--- src/rtl/dbgp_pkg.sv ---
package dbgp_pkg;

    localparam int CMD_W  = 8;
    localparam int STAT_W = 14;

    // status word bit positions
    localparam int ST_READY = 0;
    localparam int ST_DONE  = 1;
    localparam int ST_EXEC  = 2;   // two bits
    localparam int ST_CON   = 4;
    localparam int ST_TRC   = 5;
    localparam int ST_TVLD  = 6;
    localparam int ST_ERR   = 7;
    localparam int ST_RDV   = 8;
    localparam int ST_PEND  = 9;
    localparam int ST_GRANT = 10;

    // command codes
    localparam logic [CMD_W-1:0] C_NOP      = 8'h00;
    localparam logic [CMD_W-1:0] C_REG_RD   = 8'h10;
    localparam logic [CMD_W-1:0] C_REG_WR   = 8'h11;
    localparam logic [CMD_W-1:0] C_MEM_RD   = 8'h20;
    localparam logic [CMD_W-1:0] C_MEM_WR   = 8'h21;
    localparam logic [CMD_W-1:0] C_MEM_RDN  = 8'h22;
    localparam logic [CMD_W-1:0] C_MEM_WRN  = 8'h23;
    localparam logic [CMD_W-1:0] C_IO_RD    = 8'h30;
    localparam logic [CMD_W-1:0] C_IO_WR    = 8'h31;
    localparam logic [CMD_W-1:0] C_RUN      = 8'h40;
    localparam logic [CMD_W-1:0] C_STOP     = 8'h41;
    localparam logic [CMD_W-1:0] C_STEP     = 8'h42;
    localparam logic [CMD_W-1:0] C_CON_ON   = 8'h50;
    localparam logic [CMD_W-1:0] C_CON_OFF  = 8'h51;
    localparam logic [CMD_W-1:0] C_TRC_ON   = 8'h60;
    localparam logic [CMD_W-1:0] C_TRC_OFF  = 8'h61;
    localparam logic [CMD_W-1:0] C_DBG_RST  = 8'h70;
    localparam logic [CMD_W-1:0] C_ERR_CLR  = 8'h71;
    localparam logic [CMD_W-1:0] C_STATE_RD = 8'h72;

    typedef enum logic [2:0] {
        S_IDLE, S_OPND, S_REQ, S_SWAIT, S_FIN, S_RDATA
    } seq_st_e;

    typedef enum logic [1:0] {
        X_RUN  = 2'b00,
        X_STOP = 2'b01,
        X_STEP = 2'b10
    } exec_e;

    typedef enum logic [3:0] {
        K_ACCESS, K_RUN, K_STOP, K_STEP, K_CON_ON, K_CON_OFF, K_RESET,
        K_TRC_ON, K_TRC_OFF, K_NOP, K_ERR_CLR, K_STATE_RD
    } kind_e;

    typedef enum logic [1:0] {
        SP_REG = 2'd0,
        SP_MEM = 2'd1,
        SP_IO  = 2'd2
    } space_e;

    typedef struct packed {
        logic       known;
        kind_e      kind;
        space_e     space;
        logic       we;
        logic [1:0] nops;   // operand words still to come
        logic       bump;   // target is previous address plus step
    } dec_t;

endpackage

--- src/rtl/dbgp_decode.sv ---
module dbgp_decode
    import dbgp_pkg::*;
(
    input  logic [CMD_W-1:0] code,
    output dec_t             dec
);

    always_comb begin
        dec       = '0;
        dec.known = 1'b1;
        dec.kind  = K_NOP;
        case (code)
            C_REG_RD:   begin dec.kind = K_ACCESS; dec.space = SP_REG; dec.nops = 2'd1; end
            C_REG_WR:   begin dec.kind = K_ACCESS; dec.space = SP_REG; dec.we = 1'b1; dec.nops = 2'd2; end
            C_MEM_RD:   begin dec.kind = K_ACCESS; dec.space = SP_MEM; dec.nops = 2'd1; end
            C_MEM_WR:   begin dec.kind = K_ACCESS; dec.space = SP_MEM; dec.we = 1'b1; dec.nops = 2'd2; end
            C_MEM_RDN:  begin dec.kind = K_ACCESS; dec.space = SP_MEM; dec.bump = 1'b1; end
            C_MEM_WRN:  begin dec.kind = K_ACCESS; dec.space = SP_MEM; dec.we = 1'b1; dec.nops = 2'd1; dec.bump = 1'b1; end
            C_IO_RD:    begin dec.kind = K_ACCESS; dec.space = SP_IO;  dec.nops = 2'd1; end
            C_IO_WR:    begin dec.kind = K_ACCESS; dec.space = SP_IO;  dec.we = 1'b1; dec.nops = 2'd2; end
            C_RUN:      dec.kind = K_RUN;
            C_STOP:     dec.kind = K_STOP;
            C_STEP:     dec.kind = K_STEP;
            C_CON_ON:   dec.kind = K_CON_ON;
            C_CON_OFF:  dec.kind = K_CON_OFF;
            C_TRC_ON:   dec.kind = K_TRC_ON;
            C_TRC_OFF:  dec.kind = K_TRC_OFF;
            C_DBG_RST:  dec.kind = K_RESET;
            C_ERR_CLR:  dec.kind = K_ERR_CLR;
            C_STATE_RD: dec.kind = K_STATE_RD;
            C_NOP:      dec.kind = K_NOP;
            default:    dec.known = 1'b0;
        endcase
    end

endmodule

--- src/rtl/dbgp_seq.sv ---
module dbgp_seq
    import dbgp_pkg::*;
#(
    parameter int DATA_W    = 32,
    parameter int ADDR_STEP = 4
) (
    input  logic              clk,
    input  logic              rst_n,
    input  logic              grant,
    input  logic              cmd_valid,
    input  dec_t              dec,
    input  logic              data_valid,
    input  logic [DATA_W-1:0] data_in,
    input  logic              core_ack,
    input  logic [DATA_W-1:0] core_rdata,
    input  logic              core_retire,
    output logic              core_req,
    output logic [1:0]        core_space,
    output logic              core_we,
    output logic [DATA_W-1:0] core_addr,
    output logic [DATA_W-1:0] core_wdata,
    output logic              core_run,
    output logic              core_rst,
    output logic              idle_ph,
    output logic              rd_ph,
    output logic [DATA_W-1:0] rdata,
    output logic [1:0]        exec_code,
    output logic              con_on,
    output logic              trc_on,
    output logic              err,
    output logic              done,
    output logic              ready
);

    localparam logic [DATA_W-1:0] STEP_V = DATA_W'(ADDR_STEP);

    typedef struct packed {
        seq_st_e           st;
        dec_t              cmd;
        logic [1:0]        left;
        logic              wsel;
        logic [DATA_W-1:0] addr;
        logic [DATA_W-1:0] wdata;
        logic [DATA_W-1:0] rdata;
        exec_e             exec;
        logic              con;
        logic              trc;
        logic              err;
        logic              done;
        logic              rstp;
    } seq_t;

    seq_t q, n;
    logic accept;

    assign accept = grant && cmd_valid && (q.st == S_IDLE || q.st == S_RDATA);

    always_comb begin
        n      = q;
        n.rstp = 1'b0;
        case (q.st)
            S_IDLE, S_RDATA: begin
                if (accept) begin
                    n.done = 1'b0;
                    n.cmd  = dec;
                    n.st   = S_FIN;
                    if (!dec.known) begin
                        n.err  = 1'b1;
                        n.done = 1'b1;
                        n.st   = S_IDLE;
                    end else begin
                        case (dec.kind)
                            K_ACCESS: begin
                                if (!q.con) begin
                                    n.err  = 1'b1;
                                    n.done = 1'b1;
                                    n.st   = S_IDLE;
                                end else begin
                                    n.wsel = dec.bump;
                                    n.left = dec.nops;
                                    if (dec.bump) n.addr = q.addr + STEP_V;
                                    n.st = (dec.nops == 2'd0) ? S_REQ : S_OPND;
                                end
                            end
                            K_STEP: begin
                                if (q.exec != X_STOP) begin
                                    n.err  = 1'b1;
                                    n.done = 1'b1;
                                    n.st   = S_IDLE;
                                end else begin
                                    n.exec = X_STEP;
                                    n.st   = S_SWAIT;
                                end
                            end
                            K_RUN:     n.exec = X_RUN;
                            K_STOP:    n.exec = X_STOP;
                            K_CON_ON:  n.con  = 1'b1;
                            K_CON_OFF: n.con  = 1'b0;
                            K_TRC_ON:  n.trc  = 1'b1;
                            K_TRC_OFF: n.trc  = 1'b0;
                            K_ERR_CLR: n.err  = 1'b0;
                            K_RESET: begin
                                n.rstp = 1'b1;
                                n.exec = X_STOP;
                                n.con  = 1'b0;
                                n.trc  = 1'b0;
                                n.err  = 1'b0;
                            end
                            K_STATE_RD: begin
                                n.rdata      = '0;
                                n.rdata[4:0] = {q.err, q.trc, q.con, q.exec};
                            end
                            default: ;
                        endcase
                    end
                end
            end
            S_OPND: begin
                if (data_valid) begin
                    if (!q.wsel) n.addr  = data_in;
                    else         n.wdata = data_in;
                    n.wsel = 1'b1;
                    n.left = q.left - 2'd1;
                    if (q.left == 2'd1) n.st = S_REQ;
                end
            end
            S_REQ: begin
                if (core_ack) begin
                    n.done = 1'b1;
                    if (q.cmd.we) begin
                        n.st = S_IDLE;
                    end else begin
                        n.rdata = core_rdata;
                        n.st    = S_RDATA;
                    end
                end
            end
            S_SWAIT: begin
                if (core_retire) begin
                    n.exec = X_STOP;
                    n.done = 1'b1;
                    n.st   = S_IDLE;
                end
            end
            S_FIN: begin
                n.done = 1'b1;
                n.st   = (q.cmd.kind == K_STATE_RD) ? S_RDATA : S_IDLE;
            end
            default: n.st = S_IDLE;
        endcase
    end

    always_ff @(posedge clk or negedge rst_n) begin
        if (!rst_n) q <= '0;
        else        q <= n;
    end

    assign core_req   = (q.st == S_REQ);
    assign core_space = q.cmd.space;
    assign core_we    = q.cmd.we;
    assign core_addr  = q.addr;
    assign core_wdata = q.wdata;
    assign core_run   = (q.exec == X_RUN) || (q.exec == X_STEP);
    assign core_rst   = q.rstp;
    assign idle_ph    = (q.st == S_IDLE);
    assign rd_ph      = (q.st == S_RDATA);
    assign rdata      = q.rdata;
    assign exec_code  = q.exec;
    assign con_on     = q.con;
    assign trc_on     = q.trc;
    assign err        = q.err;
    assign done       = q.done;
    assign ready      = grant && (q.st == S_IDLE || q.st == S_RDATA);

    // an open request keeps its target and data until acknowledged
    p_req_hold_r2: assert property (@(posedge clk) disable iff (!rst_n)
        core_req && !core_ack |=> core_req && $stable(core_addr) && $stable(core_wdata));

    // complete is low through every busy state
    p_busy_not_done_r4: assert property (@(posedge clk) disable iff (!rst_n)
        (q.st inside {S_OPND, S_REQ, S_SWAIT, S_FIN}) |-> !q.done && !ready);

    // an undefined code leaves the port idle with the error flag up
    p_bad_code_r5: assert property (@(posedge clk) disable iff (!rst_n)
        accept && !dec.known |=> q.st == S_IDLE && q.err && !core_req);

    // no core request for an access outside console mode
    p_no_console_r6: assert property (@(posedge clk) disable iff (!rst_n)
        accept && dec.known && dec.kind == K_ACCESS && !q.con |=> !core_req);

    // the run enable falls right after the single retired instruction
    p_step_one_r7: assert property (@(posedge clk) disable iff (!rst_n)
        q.exec == X_STEP && core_retire |=> !core_run && q.exec == X_STOP);

    // debug reset is a single-cycle pulse and leaves the core stopped
    p_rst_pulse_r12: assert property (@(posedge clk) disable iff (!rst_n)
        core_rst |=> !core_rst && q.exec == X_STOP);

endmodule

--- src/rtl/dbgp_bus.sv ---
module dbgp_bus #(
    parameter int DATA_W = 32
) (
    input  logic              clk,
    input  logic              rst_n,
    input  logic              grant,
    input  logic              trc_on,
    input  logic              idle_ph,
    input  logic              rd_ph,
    input  logic [DATA_W-1:0] rdata,
    input  logic              trace_valid,
    input  logic [DATA_W-1:0] trace_word,
    output logic [DATA_W-1:0] data_out,
    output logic              data_oe,
    output logic              trace_shown
);

    typedef struct packed {
        logic [DATA_W-1:0] word;
        logic              vld;
    } trc_t;

    trc_t q, n;
    logic show_trc;

    always_comb begin
        n      = q;
        n.vld  = trc_on && trace_valid;
        if (trace_valid) n.word = trace_word;
    end

    always_ff @(posedge clk or negedge rst_n) begin
        if (!rst_n) q <= '0;
        else        q <= n;
    end

    assign show_trc    = grant && idle_ph && q.vld;
    assign trace_shown = show_trc;
    assign data_oe     = (grant && rd_ph) || show_trc;
    assign data_out    = rd_ph ? rdata : (show_trc ? q.word : '0);

    // the pins are driven only in a read-result or idle trace phase
    p_oe_phase_r9: assert property (@(posedge clk) disable iff (!rst_n)
        data_oe |-> (rd_ph || idle_ph));

    // without the grant nothing is driven
    p_grant_r11: assert property (@(posedge clk) disable iff (!rst_n)
        !grant |-> !data_oe);

endmodule

--- src/rtl/dbg_cmd_port.sv ---
module dbg_cmd_port
    import dbgp_pkg::*;
#(
    parameter int DATA_W    = 32,
    parameter int ADDR_STEP = 4
) (
    input  logic              clk,
    input  logic              rst_n,
    input  logic              pin_grant,
    input  logic              cmd_valid,
    input  logic [CMD_W-1:0]  cmd_code,
    input  logic              data_valid,
    input  logic [DATA_W-1:0] data_in,
    output logic [DATA_W-1:0] data_out,
    output logic              data_oe,
    output logic [STAT_W-1:0] status,
    output logic              core_req,
    output logic [1:0]        core_space,
    output logic              core_we,
    output logic [DATA_W-1:0] core_addr,
    output logic [DATA_W-1:0] core_wdata,
    input  logic              core_ack,
    input  logic [DATA_W-1:0] core_rdata,
    input  logic              core_retire,
    output logic              core_run,
    output logic              core_rst,
    input  logic              trace_valid,
    input  logic [DATA_W-1:0] trace_word
);

    dec_t              dec;
    logic              idle_ph, rd_ph, con_on, trc_on, err, done, ready, trace_shown;
    logic [1:0]        exec_code;
    logic [DATA_W-1:0] rdata;

    dbgp_decode i_decode (
        .code (cmd_code),
        .dec  (dec)
    );

    dbgp_seq #(
        .DATA_W    (DATA_W),
        .ADDR_STEP (ADDR_STEP)
    ) i_seq (
        .clk         (clk),
        .rst_n       (rst_n),
        .grant       (pin_grant),
        .cmd_valid   (cmd_valid),
        .dec         (dec),
        .data_valid  (data_valid),
        .data_in     (data_in),
        .core_ack    (core_ack),
        .core_rdata  (core_rdata),
        .core_retire (core_retire),
        .core_req    (core_req),
        .core_space  (core_space),
        .core_we     (core_we),
        .core_addr   (core_addr),
        .core_wdata  (core_wdata),
        .core_run    (core_run),
        .core_rst    (core_rst),
        .idle_ph     (idle_ph),
        .rd_ph       (rd_ph),
        .rdata       (rdata),
        .exec_code   (exec_code),
        .con_on      (con_on),
        .trc_on      (trc_on),
        .err         (err),
        .done        (done),
        .ready       (ready)
    );

    dbgp_bus #(
        .DATA_W (DATA_W)
    ) i_bus (
        .clk         (clk),
        .rst_n       (rst_n),
        .grant       (pin_grant),
        .trc_on      (trc_on),
        .idle_ph     (idle_ph),
        .rd_ph       (rd_ph),
        .rdata       (rdata),
        .trace_valid (trace_valid),
        .trace_word  (trace_word),
        .data_out    (data_out),
        .data_oe     (data_oe),
        .trace_shown (trace_shown)
    );

    always_comb begin
        status                        = '0;
        status[ST_READY]              = ready;
        status[ST_DONE]               = done;
        status[ST_EXEC+1:ST_EXEC]     = exec_code;
        status[ST_CON]                = con_on;
        status[ST_TRC]                = trc_on;
        status[ST_TVLD]               = trace_shown;
        status[ST_ERR]                = err;
        status[ST_RDV]                = rd_ph && pin_grant;
        status[ST_PEND]               = core_req;
        status[ST_GRANT]              = pin_grant;
    end

    // the port never drives the pins while a core request is open
    p_no_contend_r9: assert property (@(posedge clk) disable iff (!rst_n)
        data_oe |-> !core_req);

    // read data shown on the pins is flagged in the status word
    p_rdv_flag_r3: assert property (@(posedge clk) disable iff (!rst_n)
        status[ST_RDV] |-> data_oe && !status[ST_TVLD]);

endmodule

--- config.mk ---
export PLATFORM = sky130hd
export DESIGN_NAME = dbg_cmd_port
export DESIGN_NICKNAME = d
export VERILOG_FILES = /design/src/rtl/dbgp_pkg.sv /design/src/rtl/dbgp_decode.sv /design/src/rtl/dbgp_seq.sv /design/src/rtl/dbgp_bus.sv /design/src/rtl/dbg_cmd_port.sv
export SDC_FILE = /design/constraint.sdc
export NUM_CORES = 1
export LEC_CHECK = 0
export BUFFER_PORTS_ARGS = -buffer_cell sky130_fd_sc_hd__buf_2
export CAP_MARGIN = 25
export CELL_PAD_IN_SITES_DETAIL_PLACEMENT = 0
export CELL_PAD_IN_SITES_GLOBAL_PLACEMENT = 1
export CORE_MARGIN = 2
export CORE_UTILIZATION = 43
export CTS_CLUSTER_DIAMETER = 40
export DETAILED_ROUTE_END_ITERATION = 12
export GPL_ROUTABILITY_DRIVEN = 0
export PLACE_DENSITY = 0.94
export SYNTH_ARGS = -nofsm -noshare
export SYNTH_HDL_FRONTEND = slang
export SYNTH_SLANG_ARGS = --single-unit
--- constraint.sdc ---
create_clock -name clk -period 4.6 [get_ports clk]
set_clock_uncertainty 0.05 [all_clocks]
set_input_delay 1.15 -clock clk [delete_from_list [all_inputs] [get_ports clk]]
set_output_delay 1.15 -clock clk [all_outputs]
set_load 0.1 [all_outputs]
; Yosys cells after proc, flatten, opt, wreduce, memory -nomap -nowiden
; Index checks and enable logic that the tools add are counted.
[totals]
output_inout_bits = 117
inputBits = 112
reg_bits = 153
word_cells = 173
[op_classes]
muxes = 52
add_sub_neg = 2
n_reduce_logical = 45
n_eq_ne = 54
[op_table]
columns = op, n
row1 = $mux 32, 8
row2 = $mux 35, 3
row3 = $eq 8x7->1 const B, 10
row4 = $pmux 35 s2, 1
row5 = $mux 67, 1
row6 = $pmux 32 s2, 1
row7 = $mux 49, 1
row8 = $eq 8x6->1 const B, 6
row9 = $pmux 4 s11, 1
row10 = $mux 39, 1
row11 = $mux 36, 1
row12 = $add 32x3->32 const B, 1
row13 = $mux 3, 8
row14 = $reduce_or 19->1, 1
row15 = $reduce_and 6->1, 3
row16 = $eq 4x3->1 const B, 4
row17 = $eq 4x4->1 const B, 4
row18 = $eq 8x5->1 const B, 2
row19 = $pmux 3 s5, 1
row20 = $mux 2, 7
row21 = $ne 2x1->1 const B, 7
row22 = $reduce_or 2->1, 7
row23 = $ne 2x2->1 const B, 6
row24 = $pmux 2 s2, 3
row25 = other kinds (32), 65

; Logic depth before layout (Yosys ltp)
; Gate-level depths: netlist (run 1).
[logic_depth]
word_depth = 10
depth_mapped = 8
mapped_depth_nobuf = 6

; Hierarchy
; A second synthesis (run 1) with hierarchy kept.
[unflattened]
hier_cells = 972
hier_area_um2 = 8822.2
[by_module_without_submodules]
columns = module, cells_per_inst, area_each_um2, seq_area_each_um2, instances
row1 = dbgp_seq, 726, 6475.0, 2902.8, 1
row2 = dbgp_bus, 188, 1979.4, 825.8, 1
row3 = dbgp_decode, 45, 275.3, 0.0, 1
row4 = dbg_cmd_port, 13, 92.6, 0.0, 1

; Worst setup path after synthesis (run 1)
; Ideal clock, no wire load.
[synth_timing]
kind = reg-to-output
startpoint = register i_seq.q[117] (netlist bit)
endpoint = output status[9]
path_buffers = 3
path_slack_ps = 732
arrival_time_ps = 2668
stages_incl_launch_ff = 6
required_time_ps = 3400
cell_sequence = dfrtp_1 clkbuf_1 or3b_2 inv_1 clkbuf_1 buf_4
[synth_between]
elab_chain_cells = 1
[synth_rtl]
columns = item, line
row1 = start: declaration, dbgp_seq.sv:53  ; seq_t q, n;
row2 = start signal: assignment, dbgp_seq.sv:155  ; else q <= n;
row3 = $eq 3x2->1, dbgp_seq.sv:158  ; assign core_req = (q.st == S_REQ);
row4 = end: declaration, dbg_cmd_port.sv:16  ; output logic [STAT_W-1:0] status,
; Every way passes these cells.

; Worst setup path after layout (run 1)
[layout_timing]
startpoint = register i_seq.q[119] (netlist bit)
endpoint = output data_out[3]
[layout_between]
elab_chain_cells = 5
word_cells_on_any_way = 6
classes_between = eq/ne: 1 / mux: 2 / reduce/logical: 3
[layout_rtl]
columns = item, line
row1 = $logic_not 3->1, dbgp_seq.sv:165  ; assign idle_ph = (q.st == S_IDLE);
row2 = $logic_and 1x1->1 (2 in a row), dbgp_bus.sv:37  ; assign show_trc = grant && idle_ph && q.vld;
row3 = $mux 32, dbgp_bus.sv:40  ; assign data_out = rd_ph ? rdata : (show_trc ? q.word : '0);
row4 = $mux 32 (*), dbgp_bus.sv:40
row5 = end: declaration, dbg_cmd_port.sv:14  ; output logic [DATA_W-1:0] data_out,
; Every way passes the cells marked *; elsewhere a longest branch is shown, timed or not.

==> results of run 1 <==
## through the flow
step	total power [mW]	cell area [um^2]	setup WS (ns)
finish	5.421	9412	0.6099
global route	5.673	9412	0.4516
CTS	5.449	9412	0.6125
detailed placement	4.104	8851	0.8012
global placement	4.058	8851	0.8517
floorplan	3.786	8102	0.7316
## critical path, delay by kind of cell (launching register included)
kind | cells | cell delay, ns
AND/OR/NAND/NOR | 1 | 0.79
buffers and inverters | 2 | 0.78
AO/OA/AOI/OAI | 1 | 0.18
flip-flops | 1 | 0.61
## power groups by stage
stage / sequential [mW] / combinational, mW / clock (mW)
2_1_floorplan: 1.76 / 2.03 / 0
3_3_place_gp: 1.79 / 2.27 / 0
3_5_place_dp: 1.81 / 2.30 / 0
4_1_cts: 1.78 / 2.30 / 1.36
5_1_grt: 1.82 / 2.43 / 1.42
6_report: 1.79 / 2.30 / 1.33
## cell usage in the layout, fill, tap and decap left out, drive strengths merged, types with 3 or more instances in the layout
master    instances
nand2            98
and2              7
o21ai            73
dfrtp           149
nand3            21
nand4            11
buf             239
nor2b             5
nor2             36
a221oi            8
nor3b             3
a21o              4
a211oi            4
a22o             37
a31oi             8
and3              8
clkbuf           19
nor3              7
nand2b            3
a2bb2oi           3
mux2             66
clkinv            6
a21oi            30
clkinvlp          3
o31ai             8
inv              26
a32oi             9
nor4              9
o22ai             9
conb              3
o31a              9
or4               3
or2               3
## sequential cells by signal, summed over array words and instances (netlist names)
name / cells
i_bus.q: 33
i_seq.core_rst: 1
i_seq.exec_code: 2
i_seq.done: 1
i_seq.core_wdata: 32
i_seq.rdata: 32
i_seq.err: 1
i_seq.trc_on: 1
i_seq.core_we: 1
i_seq.core_addr: 32
i_seq.core_space: 2
i_seq.con_on: 1
i_seq.q: 10
## layer usage
| layer | part of all wire (%) | vias to the layer above | wire (um) | GRT usage [%] |
|---|---|---|---|---|
| met3 | 4.1 | 32 | 879 | 3.431 |
| met1 | 45 | 3325 | 9611 | 28.26 |
| met2 | 49 | 203 | 10420 | 34.87 |
| met5 | 0 | - | 0 | 0 |
| li1 | - | 3172 | - | - |
| met4 | 2.0 | 0 | 431 | 6.842 |
## cells by family after synthesis
logic type | Yosys count
AO/OA/AOI/OAI | 224
AND/OR/NAND/NOR | 227
other | 1
adder cells (fa/ha/maj) | 3
buffers and inverters | 157
flip-flops | 149
multiplexers | 68
XOR/XNOR | 2
## final cells by class
cell class                 instances  area (um^2)
timing repair buffer             239         1237
inverter                          23        86.33
sequential                       149         3729
clock inverter                    13        127.6
clock buffer                      19        432.9
fill                            1759         9169
tap                              234        292.8
multi-input combinational        527         3506
## final timing paths
path                                  from              endpoint  slack (ns)  cells past startpoint
min reg2reg                i_seq.rdata[24]       i_seq.rdata[24]        0.43                      2
max reg2reg                   i_seq.q[119]        i_seq.rdata[4]        1.79                      6
max in group asynchronous            rst_n  i_seq.core_wdata[30]        2.75                      2
max                           i_seq.q[119]           data_out[3]        0.61                      4
min                        i_seq.rdata[24]       i_seq.rdata[24]        0.43                      2
min in group asynchronous            rst_n   i_seq.core_wdata[5]        0.74                      1
==> impl_metrics.yaml, run 1 <==
worst_setup_path:
  path_cells: "and3_1, buf_4, a22o_1, buf_2"
  path_class: "reg -> out"
  cp_max_fo: 19
  crit_arrival_ns: 2.79
  critical_path.endpoint_type: "output pin"
  required_ns: 3.40
  crit_path_top_delay_cell: "and3_1"
  crit_path_start_kind: "register"
  cpPeakStageDelay_ns: 0.79
power:
  leakagePower_nw: 4.541
  intPower_mw: 2.811
  p_per_area_nw_per_um2: 576.0
  irDropWorstVdd_mv: 0.2613
  switching_power_mw: 2.611
  power_frac_clock_pct: 24.6
  combPwrFrac_pct: 42.4
  p_seq_share_pct: 33.0
  p_sw_share_pct: 48.15
synth:
  synthMuxAreaShare_pct: 9.430
  synth.avg_cell_area_um2: 9.740
  synth_adder_area_share_pct: 0.4328
  synthesis.area_um2: 8094
  synth_area_leaders: "dfrtp_1, mux2_2, buf_4"
  synth_edf_count: 0
  synth_top_area_share_pct: 46.07
  synth_warnings: 0
  yosys.area.top_type: "dfrtp_1"
  synth-simple-area-share_pct: 13.50
  yosysSeqAreaShare_pct: 46.07
  ys_async_sr_fraction_pct: 100.0
  synthCells: 831
  synth_commonest_cells: "dfrtp_1, nand2_1, buf_4"
  ys_types: 69
  synth_most_common_cell: "dfrtp_1"
  synth_xor_xnor_area_share_pct: 0.2164
  synth-seq-cells: 149
  ys.flop_type: "dfrtp_1"
  synth_top_family_by_area: "compound AO/OA/AOI/OAI gates"
  synth-compound-area-share_pct: 19.14
clocking:
  postCtsHoldBufs: 0
  path_clk_slew_ns: 0.06
  cts_tree: "done"
  worstSkewPairLatency_ns: 0.42
  cts_resized: 0
  htreeDepth: 4
  clk_path_buf_depth: 2
  cts_sinks: 149
  cts_setup_buffers: 0
  cts_root_buf: "clkbuf_16"
  numCtsBuffers: 17
placement:
  dp_hpwl_um: 15030
  port_buffers: 225
  dp_cells: 1172
outcome:
  status: "complete, no violations"
sta:
  slew_viol_final: 0
  worst_pin_slew_ns: 1.009
  hold_viol_final: 0
  whs_ns: 0.4313
  setup_viol: 0
  fmax_mhz: 250.6
  rsz0062_at_grt: "false"
  setup_tns_ns: 0
  max_slew_margin_pct: 32.77
  fin_crit_ns: 3.990
  finalCritPeriodShare_pct: 86.74
global_routing:
  grt_max_degree: 92
  antenna_found_initial: 0
  grt_pass1_vias: 6529
  grt_usage_pct: 21.04
  grt_pass1_wl_um: 33730
  gr-total-overflow: 0
layout:
  instances_no_fill: 1204
  n_antenna_cell: 0
  fin_util_pct: 50.65
  final_nets: 1071
  syn2layout_area_growth_pct: 16.28
  drive_gt1_share_pct: 36.39
die:
  rows: 50
  dieArea_um2: 19940
  io_pins: 229
  die_h_um: 141.2
  start_util_pct: 43.56
  core_region_area_um2: 18580
  die_w_um: 141.2
detailed_routing:
  routed_wl_um: 21340
  vias_per_cell: 5.591
  drcViolationCount: 0
  ant_nets: 0
  vias: 6732
  wl_per_cell_um: 17.72
  dr.pass1.iters: 5
  drt_iter0_drc: 514
hold_path:
  hold_path.class: "reg -> reg"
run:
  cap_violations: 0
(Power assumes the default switching activity.)
==> run 2: changes to the inputs <==
--- a/config.mk
+++ b/config.mk
@@ -9,6 +9,7 @@
 export CAP_MARGIN = 25
 export CELL_PAD_IN_SITES_DETAIL_PLACEMENT = 0
 export CELL_PAD_IN_SITES_GLOBAL_PLACEMENT = 1
+export CORE_ASPECT_RATIO = 1.75
 export CORE_MARGIN = 2
 export CORE_UTILIZATION = 43
 export CTS_CLUSTER_DIAMETER = 40
==> impl_metrics.yaml, run 2 (same netlist as run 1, synthesis figures left out) <==
detailed_routing:
  dr.pass1.iters: 5
  ant_nets: 0
  vias_per_cell: 5.630
  drcViolationCount: 0
  drt_iter0_drc: 417
  vias: 6784
  wl_per_cell_um: 17.82
  routed_wl_um: 21480
power:
  irDropWorstVdd_mv: 0.3591
  intPower_mw: 2.989
  power_frac_clock_pct: 26.5
  combPwrFrac_pct: 41.0
  switching_power_mw: 2.560
  leakagePower_nw: 4.569
  p_seq_share_pct: 32.5
  p_sw_share_pct: 46.13
  p_per_area_nw_per_um2: 585.7
layout:
  drive_gt1_share_pct: 36.09
  largest_reg_flops: 33
  fin_util_pct: 51.22
  mostFrequentLayoutCells: "buf_2, dfrtp_1, nand2_1"
  n_antenna_cell: 0
  instances_no_fill: 1205
  final_nets: 1070
  syn2layout_area_growth_pct: 17.05
  top_register: "i_bus.q"
  final_common_cell: "buf_2"
sta:
  setup_tns_ns: 0
  slew_viol_final: 0
  hold_viol_final: 0
  whs_ns: 0.4298
  rsz0062_at_grt: "false"
  setup_viol: 0
  finalCritPeriodShare_pct: 89.32
  worst_pin_slew_ns: 1.046
  max_slew_margin_pct: 30.24
  fin_crit_ns: 4.109
  fmax_mhz: 243.4
worst_setup_path:
  crit_arrival_ns: 2.91
  cpPeakStageDelay_ns: 0.65
  cp_max_fo: 19
  path_cells: "inv_1, and3_1, buf_4, a22o_1, buf_2"
  crit_path_start_kind: "register"
  r2r-start: "i_seq.q[118]"
  r2r.worst_path.cells: 5
  critical_path.endpoint_type: "output pin"
  path_class: "reg -> out"
  regToRegSetupSlack_ns: 1.72
  required_ns: 3.40
  r2r-end: "i_seq.rdata[20]"
  crit_path_top_delay_cell: "and3_1"
global_routing:
  gr-total-overflow: 0
  grt_usage_pct: 21.55
  antenna_found_initial: 1
  grt_pass1_wl_um: 33530
  grt_max_degree: 98
  grt_pass1_vias: 6727
die:
  io_pins: 229
  start_util_pct: 43.76
  rows: 66
  die_w_um: 107.7
  core_region_area_um2: 18500
  die_h_um: 185.5
  dieArea_um2: 19980
clocking:
  cts_setup_buffers: 0
  cts_tree: "done"
  numCtsBuffers: 17
  cts_root_buf: "clkbuf_16"
  cts_resized: 0
  cts_sinks: 149
  path_clk_slew_ns: 0.06
  clk_path_buf_depth: 2
  worstSkewPairLatency_ns: 0.42
  postCtsHoldBufs: 0
  htreeDepth: 4
hold_path:
  holdPathEnd: "i_seq.core_space[0]"
  hold_path.class: "reg -> reg"
  holdPathStages: 2
  hold_start: "i_seq.core_space[0]"
placement:
  dp_hpwl_um: 15390
  dp_cells: 1175
  port_buffers: 225
run:
  cap_violations: 0
outcome:
  status: "complete, no violations"
==> run 2: cell types whose count changed in the layout (fill, tap and decap cells not counted) <==
cell	delta
inv_6	-2
clkinvlp_4	-1
buf_4	-2
buf_12	+1
clkbuf_1	+1
bufinv_16	+3
clkbuf_8	+2
clkinv_4	-5
==> run 2: power by group through the flow <==
stage	clock, mW	sequential (mW)	combinational [mW]
global route	1.55	1.84	2.42
global placement	0	1.81	2.26
detailed placement	0	1.83	2.28
finish	1.47	1.80	2.28
floorplan	0	1.76	2.03
CTS	1.51	1.80	2.29
==> run 2: worst max-delay path, delay by kind of cell (launching register included) <==
| kind | cells | cell delay (ns) |
|---|---|---|
| buf+inv | 3 | 1.02 |
| simple gates | 1 | 0.65 |
| flops | 1 | 0.60 |
| compound gates | 1 | 0.21 |
==> run 2: worst max-delay path by stage <==
| stage | startpoint | endpoint | slack, ns | cells past startpoint |
|---|---|---|---|---|
| 2_1_floorplan | i_seq.q[117] | status[9] | 0.73 | 5 |
| 4_1_cts | i_seq.q[118] | data_out[17] | 0.47 | 5 |
| 3_5_place_dp | cmd_code[6] | i_seq.core_addr[25] | 0.79 | 6 |
| 3_3_place_gp | cmd_code[6] | i_seq.core_addr[26] | 0.82 | 6 |
| 6_report | i_seq.q[118] | data_out[17] | 0.49 | 5 |
| 5_1_grt | i_seq.q[118] | data_out[17] | 0.39 | 5 |
==> run 2: through the flow <==
stage	worst slack (ns)	total power, mW	area (um^2)
floorplan	0.7316	3.786	8102
global placement	0.8229	4.067	8861
detailed placement	0.7897	4.110	8861
CTS	0.4653	5.596	9474
global route	0.3902	5.815	9474
finish	0.4915	5.549	9474
==> run 2: area by class of cell <==
type,instances,area [um^2]
Fill cell,1744,9024
Sequential cell,149,3729
Multi-Input combinational cell,527,3506
Timing Repair Buffer,238,1242
Clock buffer,22,464.2
Tap cell,238,297.8
Clock inverter,8,148.9
Inverter,23,86.33
==> run 2: metal layers <==
| layer | routed length [um] | global-route usage, % | up-vias |
|---|---|---|---|
| met2 | 11740 | 39.37 | 240 |
| met3 | 1104 | 4.517 | 42 |
| met1 | 8061 | 23.27 | 3337 |
| met4 | 566 | 10.41 | 2 |
| met5 | 11 | 0 | - |
| li1 | - | - | 3163 |
==> run 3: changes to the inputs <==
--- a/config.mk
+++ b/config.mk
@@ -10,7 +10,7 @@
 export CELL_PAD_IN_SITES_DETAIL_PLACEMENT = 0
 export CELL_PAD_IN_SITES_GLOBAL_PLACEMENT = 1
 export CORE_ASPECT_RATIO = 1.75
-export CORE_MARGIN = 2
+export CORE_MARGIN = 4
 export CORE_UTILIZATION = 43
 export CTS_CLUSTER_DIAMETER = 40
 export DETAILED_ROUTE_END_ITERATION = 12
==> impl_metrics.yaml, run 3 (same netlist as run 1, synthesis figures left out) <==
power:
  p_per_area_nw_per_um2: 580.8
  fin_total_pwr_mw: 5.511
  leakagePower_nw: 4.578
  irDropWorstVdd_mv: 0.3971
die:
  rows: 66
  die_h_um: 189.5
  start_util_pct: 43.56
  io_pins: 229
  die_w_um: 111.7
  core_region_area_um2: 18580
  dieArea_um2: 21170
sta:
  rsz0062_at_grt: "false"
  fin_crit_ns: 3.896
  setup_tns_ns: 0
  slew_viol_final: 0
  max_slew_margin_pct: 42.23
  whs_ns: 0.4279
  setup_viol: 0
  finalCritPeriodShare_pct: 84.69
  hold_viol_final: 0
  worst_pin_slew_ns: 0.8665
  fmax_mhz: 256.7
detailed_routing:
  wl_per_cell_um: 18.12
  vias: 6712
  drcViolationCount: 0
  drt_iter0_drc: 363
  routed_wl_um: 21890
  vias_per_cell: 5.556
  dr.pass1.iters: 6
  ant_nets: 0
layout:
  top_register: "i_bus.q"
  largest_reg_flops: 33
  mostFrequentLayoutCells: "buf_2, dfrtp_1, nand2_1"
  n_fill_cell: 1744
  multi_input_area_um2: 3506
  register_area_um2: 3729
  final_nets: 1072
  final_common_cell: "buf_2"
  drive_gt1_share_pct: 36.43
  syn2layout_area_growth_pct: 17.24
run:
  cap_violations: 0
worst_setup_path:
  path_common_cell: "buf_4"
  crit_path_top_delay_cell: "and3_1"
  required_ns: 3.40
  crit_arrival_ns: 2.70
  path_cells: "buf_4, inv_1, and3_1, buf_4, a22o_1, buf_2"
  cpPeakStageDelay_ns: 0.59
  path_class: "reg -> out"
  crit_path_start_kind: "register"
  critical_path.endpoint_type: "output pin"
  cp_max_fo: 19
clocking:
  numCtsBuffers: 17
  cts_root_buf: "clkbuf_16"
  cts_tree: "done"
  worstSkewPairLatency_ns: 0.42
  path_clk_slew_ns: 0.06
  htreeDepth: 4
  cts_resized: 0
  cts_sinks: 149
  clk_path_buf_depth: 2
  cts_setup_buffers: 0
  postCtsHoldBufs: 0
outcome:
  status: "complete, no violations"
global_routing:
  grt_usage_pct: 20.70
  gr-total-overflow: 0
  grt_pass1_wl_um: 35210
  grt_max_degree: 90
  grt_pass1_vias: 6967
  antenna_found_initial: 2
hold_path:
  hold_path.class: "reg -> reg"
placement:
  dp_hpwl_um: 15690
  port_buffers: 225
==> run 3: changes by cell type in the layout (fill, tap and decap cells not counted), sizes merged <==
| cell | delta |
|---|---|
| buf | +2 |
| clkinv | +2 |
| bufinv | -1 |
| clkbuf | -1 |
| clkinvlp | +1 |
| diode | +1 |
| inv | -1 |
==> run 3: final cells by class <==
type	count	area share [%]
antenna	1	0.02637
clock buffer	21	4.958
clock inverter	9	1.345
inverter	23	0.9098
multi-input combinational	527	36.95
sequential	149	39.29
tap	238	3.138
timing repair buffer	240	13.38
==> run 3: worst paths after layout <==
| path | cells past startpoint | to | from | slack (ns) |
|---|---|---|---|---|
| worst max-delay path | 6 | data_out[20] | i_seq.q[118] | 0.70 |
| worst min-delay path | 2 | i_seq.rdata[20] | i_seq.rdata[20] | 0.43 |
| worst max register to register | 5 | i_seq.rdata[17] | i_seq.q[119] | 1.80 |
| worst min register to register | 2 | i_seq.rdata[20] | i_seq.rdata[20] | 0.43 |
| max in group asynchronous | 2 | i_bus.q[15] | rst_n | 2.93 |
| min in group asynchronous | 1 | i_seq.core_addr[1] | rst_n | 0.74 |
==> run 3: power breakdown <==
group | total (mW) | internal (mW) | switching (mW)
clock | 1.42 | 0.887 | 0.530
sequential | 1.78 | 1.57 | 0.205
combinational | 2.32 | 0.499 | 1.82
total | 5.51 | 2.96 | 2.55
==> run 3: per-stage QoR <==
step                std cells  worst slack [ns]  util, %  cell area (um^2)
floorplan                 833            0.7316        -              8102
global route             1208            0.5016    51.07              9489
detailed placement       1176            0.7706    47.73              8869
CTS                      1206            0.6239    50.95              9467
finish                   1208            0.7044    51.07              9489
global placement         1176            0.8206    47.73              8869
==> run 3: layer usage <==
metal / vias up / track usage, % / wire length [um] / part of all wire (%)
met2: 219 / 38.38 / 12110 / 55
met4: 2 / 8.244 / 563 / 2.6
met3: 44 / 4.861 / 1152 / 5.3
met1: 3277 / 22.42 / 8047 / 37
met5: - / 0 / 13 / 0.059
li1: 3170 / - / - / -
==> run 3: critical path, delay by kind of cell, from the launching register on <==
family	cells	cell delay, ns
and+or+nand+nor	1	0.59
AOI/OAI and AO/OA	1	0.19
DFF	1	0.36
buffers and inverters	4	1.12
